===== src/rtl/i2c_regslave_pkg.sv =====
package i2c_regslave_pkg;
  localparam int BYTE_W = 8;
  localparam int PTR_W  = 8;

  typedef enum logic [3:0] {
    S_IDLE, S_ADDR, S_WORD, S_DATA,
    S_ACK_A, S_ACK_W, S_ACK_D,
    S_TX, S_MACK, S_WAIT
  } busState_t;

  typedef struct packed {
    logic shiftIn;
    logic loadPtr;
    logic incPtr;
    logic loadTx;
    logic shiftTx;
    logic commit;
  } dpStrobe_t;
endpackage


===== src/rtl/i2c_regslave_ctrl.sv =====
module i2c_regslave_ctrl
  import i2c_regslave_pkg::*;
#(
  parameter logic [6:0] DEV_ADDR       = 7'h68,
  parameter int         TIMEOUT_CYCLES = 4000
) (
  input  logic              clk,
  input  logic              rstN,
  input  logic              sclIn,
  input  logic              sdaIn,
  input  logic [BYTE_W-1:0] rxByte,
  input  logic              txBit,
  output dpStrobe_t         strb,
  output logic              sdaBit,
  output logic              sdaDriveLow
);
  localparam int CNT_W = $clog2(TIMEOUT_CYCLES + 1);
  localparam logic [CNT_W-1:0] CNT_MAX = CNT_W'(TIMEOUT_CYCLES);

  logic [1:0] sclSync, sdaSync;
  logic       sclPrev, sdaPrev;
  logic       sclNow, sdaNow;
  logic       sclRise, sclFall, busStart, busStop;

  always_ff @(posedge clk or negedge rstN) begin
    if (!rstN) begin
      sclSync <= 2'b11;
      sdaSync <= 2'b11;
      sclPrev <= 1'b1;
      sdaPrev <= 1'b1;
    end else begin
      sclSync <= {sclSync[0], sclIn};
      sdaSync <= {sdaSync[0], sdaIn};
      sclPrev <= sclSync[1];
      sdaPrev <= sdaSync[1];
    end
  end

  assign sclNow   = sclSync[1];
  assign sdaNow   = sdaSync[1];
  assign sdaBit   = sdaNow;
  assign sclRise  = sclNow & ~sclPrev;
  assign sclFall  = ~sclNow & sclPrev;
  assign busStart = sclNow & sclPrev & sdaPrev & ~sdaNow;
  assign busStop  = sclNow & sclPrev & ~sdaPrev & sdaNow;

  busState_t        st, stNext;
  logic [2:0]       bitCnt, bitNext;
  logic             done, doneNext;
  logic             rwBit, rwNext;
  logic [CNT_W-1:0] tmoCnt;
  logic             tmoHit;

  assign tmoHit = (tmoCnt == CNT_MAX);

  always_ff @(posedge clk or negedge rstN) begin
    if (!rstN) tmoCnt <= '0;
    else if (st == S_IDLE || sclNow || tmoHit) tmoCnt <= '0;
    else tmoCnt <= tmoCnt + 1'b1;
  end

  always_comb begin
    stNext   = st;
    bitNext  = bitCnt;
    doneNext = done;
    rwNext   = rwBit;
    strb     = '0;
    if (tmoHit) begin
      stNext   = S_IDLE;
      doneNext = 1'b0;
    end else if (busStart) begin
      stNext   = S_ADDR;
      bitNext  = '0;
      doneNext = 1'b0;
    end else if (busStop) begin
      stNext   = S_IDLE;
      doneNext = 1'b0;
    end else begin
      unique case (st)
        S_ADDR, S_WORD, S_DATA: begin
          if (sclRise && !done) begin
            strb.shiftIn = 1'b1;
            bitNext      = bitCnt + 3'd1;
            doneNext     = (bitCnt == 3'd7);
          end else if (sclFall && done) begin
            doneNext = 1'b0;
            if (st == S_ADDR) begin
              if (rxByte[7:1] == DEV_ADDR) begin
                stNext = S_ACK_A;
                rwNext = rxByte[0];
              end else begin
                stNext = S_WAIT;
              end
            end else if (st == S_WORD) begin
              stNext = S_ACK_W;
            end else begin
              stNext = S_ACK_D;
            end
          end
        end
        S_ACK_A: if (sclFall) begin
          bitNext = '0;
          if (rwBit) begin
            stNext       = S_TX;
            strb.loadTx  = 1'b1;
          end else begin
            stNext = S_WORD;
          end
        end
        S_ACK_W: if (sclFall) begin
          strb.loadPtr = 1'b1;
          bitNext      = '0;
          stNext       = S_DATA;
        end
        S_ACK_D: begin
          if (sclRise) begin
            strb.commit = 1'b1;
            strb.incPtr = 1'b1;
          end else if (sclFall) begin
            bitNext = '0;
            stNext  = S_DATA;
          end
        end
        S_TX: begin
          if (sclRise && !done) begin
            bitNext  = bitCnt + 3'd1;
            doneNext = (bitCnt == 3'd7);
          end else if (sclFall) begin
            if (done) begin
              doneNext    = 1'b0;
              strb.incPtr = 1'b1;
              stNext      = S_MACK;
            end else begin
              strb.shiftTx = 1'b1;
            end
          end
        end
        S_MACK: begin
          if (sclRise && sdaNow) begin
            stNext = S_WAIT;
          end else if (sclFall) begin
            stNext      = S_TX;
            strb.loadTx = 1'b1;
            bitNext     = '0;
          end
        end
        default: ;
      endcase
    end
  end

  always_ff @(posedge clk or negedge rstN) begin
    if (!rstN) begin
      st     <= S_IDLE;
      bitCnt <= '0;
      done   <= 1'b0;
      rwBit  <= 1'b0;
    end else begin
      st     <= stNext;
      bitCnt <= bitNext;
      done   <= doneNext;
      rwBit  <= rwNext;
    end
  end

  assign sdaDriveLow = (st inside {S_ACK_A, S_ACK_W, S_ACK_D}) | ((st == S_TX) & ~txBit);

  // drive level moves only during SCL low
  a_r12_sda_moves_scl_low: assert property (@(posedge clk) disable iff (!rstN)
    !$stable(sdaDriveLow) |-> !sclNow);
  // a timeout leaves the engine idle with SDA released
  a_r10_timeout_idle: assert property (@(posedge clk) disable iff (!rstN)
    tmoHit |=> (st == S_IDLE) && !sdaDriveLow);
  // the counter never passes its limit
  a_r10_count_bound: assert property (@(posedge clk) disable iff (!rstN)
    tmoCnt <= CNT_MAX);
  // STOP ends the transfer
  a_r9_stop_idle: assert property (@(posedge clk) disable iff (!rstN)
    busStop && !tmoHit |=> st == S_IDLE);
  // START restarts address reception from bit zero
  a_r8_restart_addr: assert property (@(posedge clk) disable iff (!rstN)
    busStart && !tmoHit |=> (st == S_ADDR) && (bitCnt == 3'd0));
endmodule


===== src/rtl/i2c_regslave_dp.sv =====
module i2c_regslave_dp
  import i2c_regslave_pkg::*;
(
  input  logic              clk,
  input  logic              rstN,
  input  dpStrobe_t         strb,
  input  logic              sdaBit,
  input  logic [BYTE_W-1:0] rdData,
  output logic [BYTE_W-1:0] rxByte,
  output logic              txBit,
  output logic [PTR_W-1:0]  ptr,
  output logic              wrEn,
  output logic [PTR_W-1:0]  wrAddr,
  output logic [BYTE_W-1:0] wrData
);
  logic [BYTE_W-1:0] rxSr, txSr;

  always_ff @(posedge clk or negedge rstN) begin
    if (!rstN) begin
      rxSr   <= '0;
      txSr   <= '1;
      ptr    <= '0;
      wrEn   <= 1'b0;
      wrAddr <= '0;
      wrData <= '0;
    end else begin
      wrEn <= strb.commit;
      if (strb.commit) begin
        wrAddr <= ptr;
        wrData <= rxSr;
      end
      if (strb.shiftIn) rxSr <= {rxSr[BYTE_W-2:0], sdaBit};
      if (strb.loadTx) txSr <= rdData;
      else if (strb.shiftTx) txSr <= {txSr[BYTE_W-2:0], 1'b1};
      if (strb.loadPtr) ptr <= rxSr[PTR_W-1:0];
      else if (strb.incPtr) ptr <= ptr + 1'b1;
    end
  end

  assign rxByte = rxSr;
  assign txBit  = txSr[BYTE_W-1];

  // advancing from the top location lands on zero
  a_r5_ptr_wrap: assert property (@(posedge clk) disable iff (!rstN)
    strb.incPtr && !strb.loadPtr && (ptr == '1) |=> ptr == '0);
  // each commit is a single-cycle write strobe
  a_r3_single_write: assert property (@(posedge clk) disable iff (!rstN)
    wrEn |=> !wrEn);
endmodule


===== src/rtl/i2c_regslave.sv =====
module i2c_regslave
  import i2c_regslave_pkg::*;
#(
  parameter logic [6:0] DEV_ADDR       = 7'h68,
  parameter int         TIMEOUT_CYCLES = 4000
) (
  input  logic              clk,
  input  logic              rstN,
  input  logic              sclIn,
  input  logic              sdaIn,
  output logic              sdaDriveLow,
  output logic [PTR_W-1:0]  rdAddr,
  input  logic [BYTE_W-1:0] rdData,
  output logic              wrEn,
  output logic [PTR_W-1:0]  wrAddr,
  output logic [BYTE_W-1:0] wrData
);
  dpStrobe_t         strb;
  logic              sdaBit, txBit;
  logic [BYTE_W-1:0] rxByte;

  i2c_regslave_ctrl #(.DEV_ADDR(DEV_ADDR), .TIMEOUT_CYCLES(TIMEOUT_CYCLES)) ctrl_i (
    .clk(clk), .rstN(rstN), .sclIn(sclIn), .sdaIn(sdaIn),
    .rxByte(rxByte), .txBit(txBit), .strb(strb),
    .sdaBit(sdaBit), .sdaDriveLow(sdaDriveLow)
  );

  i2c_regslave_dp dp_i (
    .clk(clk), .rstN(rstN), .strb(strb), .sdaBit(sdaBit), .rdData(rdData),
    .rxByte(rxByte), .txBit(txBit), .ptr(rdAddr),
    .wrEn(wrEn), .wrAddr(wrAddr), .wrData(wrData)
  );
endmodule


===== config.mk =====
export PLATFORM = sky130hd
export DESIGN_NAME = i2c_regslave
export DESIGN_NICKNAME = d
export VERILOG_FILES = /design/src/rtl/i2c_regslave_pkg.sv /design/src/rtl/i2c_regslave_ctrl.sv /design/src/rtl/i2c_regslave_dp.sv /design/src/rtl/i2c_regslave.sv
export SDC_FILE = /design/constraint.sdc
export NUM_CORES = 1
export LEC_CHECK = 0
export BUFFER_PORTS_ARGS = -buffer_cell sky130_fd_sc_hd__buf_2
export CAP_MARGIN = 10
export CORE_MARGIN = 10
export CORE_UTILIZATION = 37
export CTS_CLUSTER_DIAMETER = 30
export DETAILED_ROUTE_END_ITERATION = 8
export PLACE_DENSITY_LB_ADDON = 0.12
export SLEW_MARGIN = 30
export SYNTH_ARGS = -nofsm -noshare
export SYNTH_HDL_FRONTEND = slang
export SYNTH_HIERARCHICAL = 1
export SYNTH_SLANG_ARGS = --single-unit

===== constraint.sdc =====
create_clock -name clk -period 2.3 [get_ports clk]
set_input_delay 0.575 -clock clk [delete_from_list [all_inputs] [get_ports clk]]
set_output_delay 0.575 -clock clk [all_outputs]
set_load 0.02 [all_outputs]

# Word level (Yosys, flattened, before mapping)
# Index checks and enable logic that the tools add are counted.
classes:
  add_sub_neg: 3
  n_eq_ne: 25
  bitwise_logic: 18
  reduce_logical: 20
  n_mux: 59
ops:
  columns: ["op", "count"]
  rows:
  - ["$mux W4", 15]
  - ["$mux W8", 4]
  - ["$pmux W4 S6", 1]
  - ["$mux W1", 23]
  - ["$mux W3", 7]
  - ["$ne A5 B1 Y1 const B", 4]
  - ["$mux W6", 3]
  - ["$ne A6 B1 Y1 const B", 3]
  - ["$eq A4 B3 Y1 const B", 4]
  - ["$add A12 B1 Y12 const B", 1]
  - ["$eq A12 B12 Y1 const B", 1]
  - ["$mux W12", 1]
  - ["$pmux W3 S4", 1]
  - ["$ne A5 B2 Y1 const B", 2]
  - ["$reduce_bool A5 Y1", 2]
  - ["$not A1 Y1", 9]
  - ["$reduce_and A9 Y1", 1]
  - ["$reduce_bool A9 Y1", 1]
  - ["$add A8 B1 Y8 const B", 1]
  - ["$and A1 B1 Y1", 8]
  - ["$eq A4 B2 Y1 const B", 2]
  - ["$reduce_and A8 Y1", 1]
  - ["$eq A7 B7 Y1 const B", 1]
  - ["$pmux W1 S2", 3]
  - ["22 further kinds", 26]
word_totals:
  input_bits: 12
  output_inout_bits: 26
  reg_bits: 68

# Longest topological paths before layout
depth:
  word_depth: 10
  ltp_mapped: 12
  ltp_nobuf: 10

# By module
# The synthesis kept the hierarchy.
by_module_without_submodules:
  columns: ["mod", "area_per_inst_um2", "n_inst", "cells_each"]
  rows:
  - ["i2c_regslave_dp", 1736.7, 1, 135]
  - ["i2c_regslave_ctrl", 1627.8, 1, 168]

# Least setup slack after synthesis
# OpenSTA, ideal clock, no wires.
synth_path:
  path_type: "register -> register"
  start: "register ctrl_i.tmoCnt[0]"
  end: "register dp_i.ptr[7]"
  path_buffers: 2
  synth_period_minus_slack_ps: 2531
  setup_slack_ps: -231
  required_time_ps: 2231
  stages_incl_launch_ff: 12
  setup_time_ps: 69
  t_arrival_ps: 2462
  path_cell_list: "dfrtp_1 -> inv_1 -> ha_1 -> or3b_1 -> o31ai_4 -> nand2b_1 -> buf_4 -> nand2b_1 -> nor3b_1 -> buf_6 -> or4_1 -> nand3_1"
synth_lines:
  columns: ["item", "line", "source"]
  rows:
  - ["from (decl)", "i2c_regslave_ctrl.sv:51", "logic [CNT_W-1:0] tmoCnt;"]
  - ["from (signal assigned)", "i2c_regslave_ctrl.sv:59", "else tmoCnt <= tmoCnt + 1'b1;"]
  - ["to (signal assigned)", "i2c_regslave_dp.sv:35", "if (strb.loadPtr) ptr <= rxSr[PTR_W-1:0];"]
  - ["to (signal assigned)", "i2c_regslave_dp.sv:36", "else if (strb.incPtr) ptr <= ptr + 1'b1;"]
  - ["to (decl)", "i2c_regslave_dp.sv:11", "output logic [PTR_W-1:0] ptr,"]

==> flow_summary.toml <==
[detailed_routing]
vias = 2404
viasPerCell = 5.08
drtAntennaViolNets = 0
wl_per_cell_um = 15.5
routed_wl_mm = 7.31
drc = 0
first_pass_iters = 5
drt_iter0_drc = 113

[timing]
final-hold-violation-count = 0
fin_tns_setup_ns = 0
fmax_mhz = 453
worstMarginPinSlew_ns = 0.450
drv_slew = 0
maxSlewHeadroom = 0.699
clock_skew_ns = 0.0106
rsz0062_at_grt = "true"
fin_crit_sh = 0.960
final.min_clock_period_ns = 2.21
setup_violations = 0

[worst_setup_path]
endpoint_kind = "register"
crit_required_ns = 2.57
crit_type = "reg2reg"
reg2reg_slack_ns = 0.09
cp_max_fo = 5
startpoint_type = "register"
worstPathArrival_ns = 2.48

[layout]
post-route-cell-area_um2 = 4040
nNetsFinal = 377
nFillCells = 847
drive_above_1_share = 0.359
num_antenna_cells = 0
seq_area_um2 = 1720
syn_to_final_growth_pct = 20.0
multiInputGateArea_um2 = 1580

[pwr]
p_int_mw = 2.12
power_density_nw_per_um2 = 731
seqPwrFrac = 0.495
max-vdd-ir-drop_mv = 0.397
clockPowerShare = 0.342
p_leak_nw = 1.86
combPwrFrac = 0.164
netSwitchingPower_uw = 832
swShare = 0.282

[global_routing]
grt_use_total = 0.116
antenna_found_initial = 0
grt.overflow.total = 0
grt_first_pass_wirelength_mm = 12.5
grt_max_degree = 69
grt_pass1_vias = 2514

[floorplan]
io_pins = 38
die_w_um = 115
initial_utilization = 0.382
die_h_um = 115
coreArea_um2 = 8810
core.rowCount = 34
die-area_um2 = 13300

[logic_synthesis]
synthDistinctLibCells = 52
ys_async_sr_fraction = 1.00
synth_xor_area_frac = 0.0390
ys_seq_area_frac = 0.511
synth-seq-cells = 68
ys_warn_count = 6
synth_fp_nets = 320
synth_top_family_by_area = "simple AND/OR/NAND/NOR gates"
synth_edf_count = 0
synth_compound_gate_area_share = 0.0889
synthFlopType = "dfrtp_1"
syn-cell-area_um2 = 3360
synthMuxAreaShare = 0.121
yosys.area_share.adder = 0.0186
synth_simple_gate_area_share = 0.188
syn-mean-instance-area_um2 = 11.1
synthCells = 303

[clock_network]
numCtsBuffers = 9
clock_sink_count = 68
cts_buffer_depth = 2
insertion_delay_ns = 0.34
root_buffer = "clkbuf_8"
hold_buffers = 0
cts_tree = "yes"
clk_pin_slew_ns = 0.07
htreeDepth = 3

[placement]
gp_congestion = 0.808
detailed_place_hpwl_mm = 5.11
io_buffer_count = 37
placed_area_um2 = 3810

[worst_hold_path]
hp-class = "in2async"

[run_status]
outcome = "complete, no violations"

[run]
maxCapViolCount = 0
cell families (layout without fill, tap and decap cells):
kind of cell | Yosys count | in the layout
and+or+nand+nor | 116 | 116
DFF | 68 | 68
AOI/OAI and AO/OA | 41 | 41
muxes | 37 | 37
buffers and inverters | 21 | 83
xor gates and xnor gates | 15 | 15
adders and majority gates | 5 | 5
state kept, by name, summed over array words and instances, names as in the netlist, 2 cells and up:
signal,flops
ctrl_i/sdaSync,2
dp_i/txSr,8
ctrl_i/st,4
dp_i/ptr,8
dp_i/wrData,8
dp_i/wrAddr,8
ctrl_i/bitCnt,3
ctrl_i/sclSync,2
dp_i/rxByte,8
ctrl_i/tmoCnt,12
area by class of cell:
cell class                 instances  area share
sequential                        68       0.426
inverter                           6     0.00558
timing repair buffer              61      0.0936
multi-input combinational        214       0.391
tap                              108      0.0335
clock buffer                      12      0.0384
clock inverter                     4      0.0118
worst max-delay path, stage by stage (launching register included):
cell      delay, ns
dfrtp_1        0.34
inv_1          0.05
ha_1           0.17
or3b_4         0.24
o31ai_4        0.05
nand2b_4       0.17
nor3_1         0.23
buf_4          0.18
nand4_4        0.13
or4_1          0.48
nand3_1        0.09
final timing paths:
check                                       startpoint                          end  cells after the start
setup / recovery            ctrl_i/tmoCnt[0]$_DFF_PN0_      dp_i/ptr[7]$_DFFE_PN0P_                     10
hold / removal                                    rstN   ctrl_i/tmoCnt[7]$_DFF_PN0_                      2
setup reg to reg            ctrl_i/tmoCnt[0]$_DFF_PN0_      dp_i/ptr[7]$_DFFE_PN0P_                     10
hold reg to reg            ctrl_i/sclSync[0]$_DFF_PN1_  ctrl_i/sclSync[1]$_DFF_PN1_                      0
max in group asynchronous                         rstN     dp_i/txSr[1]$_DFFE_PN1P_                      2
min in group clk                                 sdaIn  ctrl_i/sdaSync[0]$_DFF_PN1_                      1
metrics by stage:
step / setup slack, ns / instances / utilization / power (mW) / hold slack [ns]
after floorplan: -0.0964 / 303 / - / 1.78 / 0.279
after global placement: 0.131 / 455 / 0.433 / 1.96 / 0.347
after detailed placement: 0.0939 / 455 / 0.433 / 1.96 / 0.348
after CTS: 0.0833 / 471 / 0.456 / 2.99 / 0.251
after global routing: -0.0217 / 473 / 0.459 / 3.12 / 0.269
final: 0.0923 / 473 / 0.459 / 2.95 / 0.232
routing by layer:
| layer | wire, um | global-route usage |
|---|---|---|
| met5 | 0 | 0 |
| met2 | 3250 | 0.172 |
| met3 | 311 | 0.0255 |
| met4 | 116 | 0.0532 |
| met1 | 3640 | 0.158 |
cells in the final DEF, fill, tap and decap left out, types with 4 or more instances in the layout:
cell type,count
a21oi_1,5
buf_2,37
buf_4,23
clkbuf_8,11
dfrtp_1,53
dfstp_2,14
ha_1,5
inv_1,6
mux2_2,23
mux2i_1,11
nand2_1,30
nand2b_1,4
nand3_1,10
nand4_1,5
nor2_1,21
nor2b_1,9
nor3_1,7
o21ai_0,16
or3_1,4
xnor2_1,7
xor2_1,8
power by group through the flow:
| stage | registers [mW] | clock network, mW | logic (mW) |
|---|---|---|---|
| after global placement | 1.48 | 0 | 0.473 |
| after detailed placement | 1.48 | 0 | 0.479 |
| after global routing | 1.48 | 1.09 | 0.543 |
| final | 1.46 | 1.01 | 0.483 |
| after CTS | 1.46 | 1.05 | 0.480 |
| after floorplan | 1.43 | 0 | 0.352 |
cells in the mapped netlist, drive strengths merged, types with 8 or more instances:
library cell	n	area, um2
dfstp	14	368
nand2	30	113
nor2	21	78.8
nor2b	9	56.3
nand3	10	50.1
mux2i	11	110
o21ai	19	95.1
xor2	8	70.1
mux2	26	297
buf	9	68.8
dfrtp	54	1350
timing repair:
item / 4_1_cts / 5_1_grt
setup endpoints to repair: 0 / 8
gates resized for setup: 0 / 2
setup buffers: 0 / 2
Power figures use the tool's default switching activity.
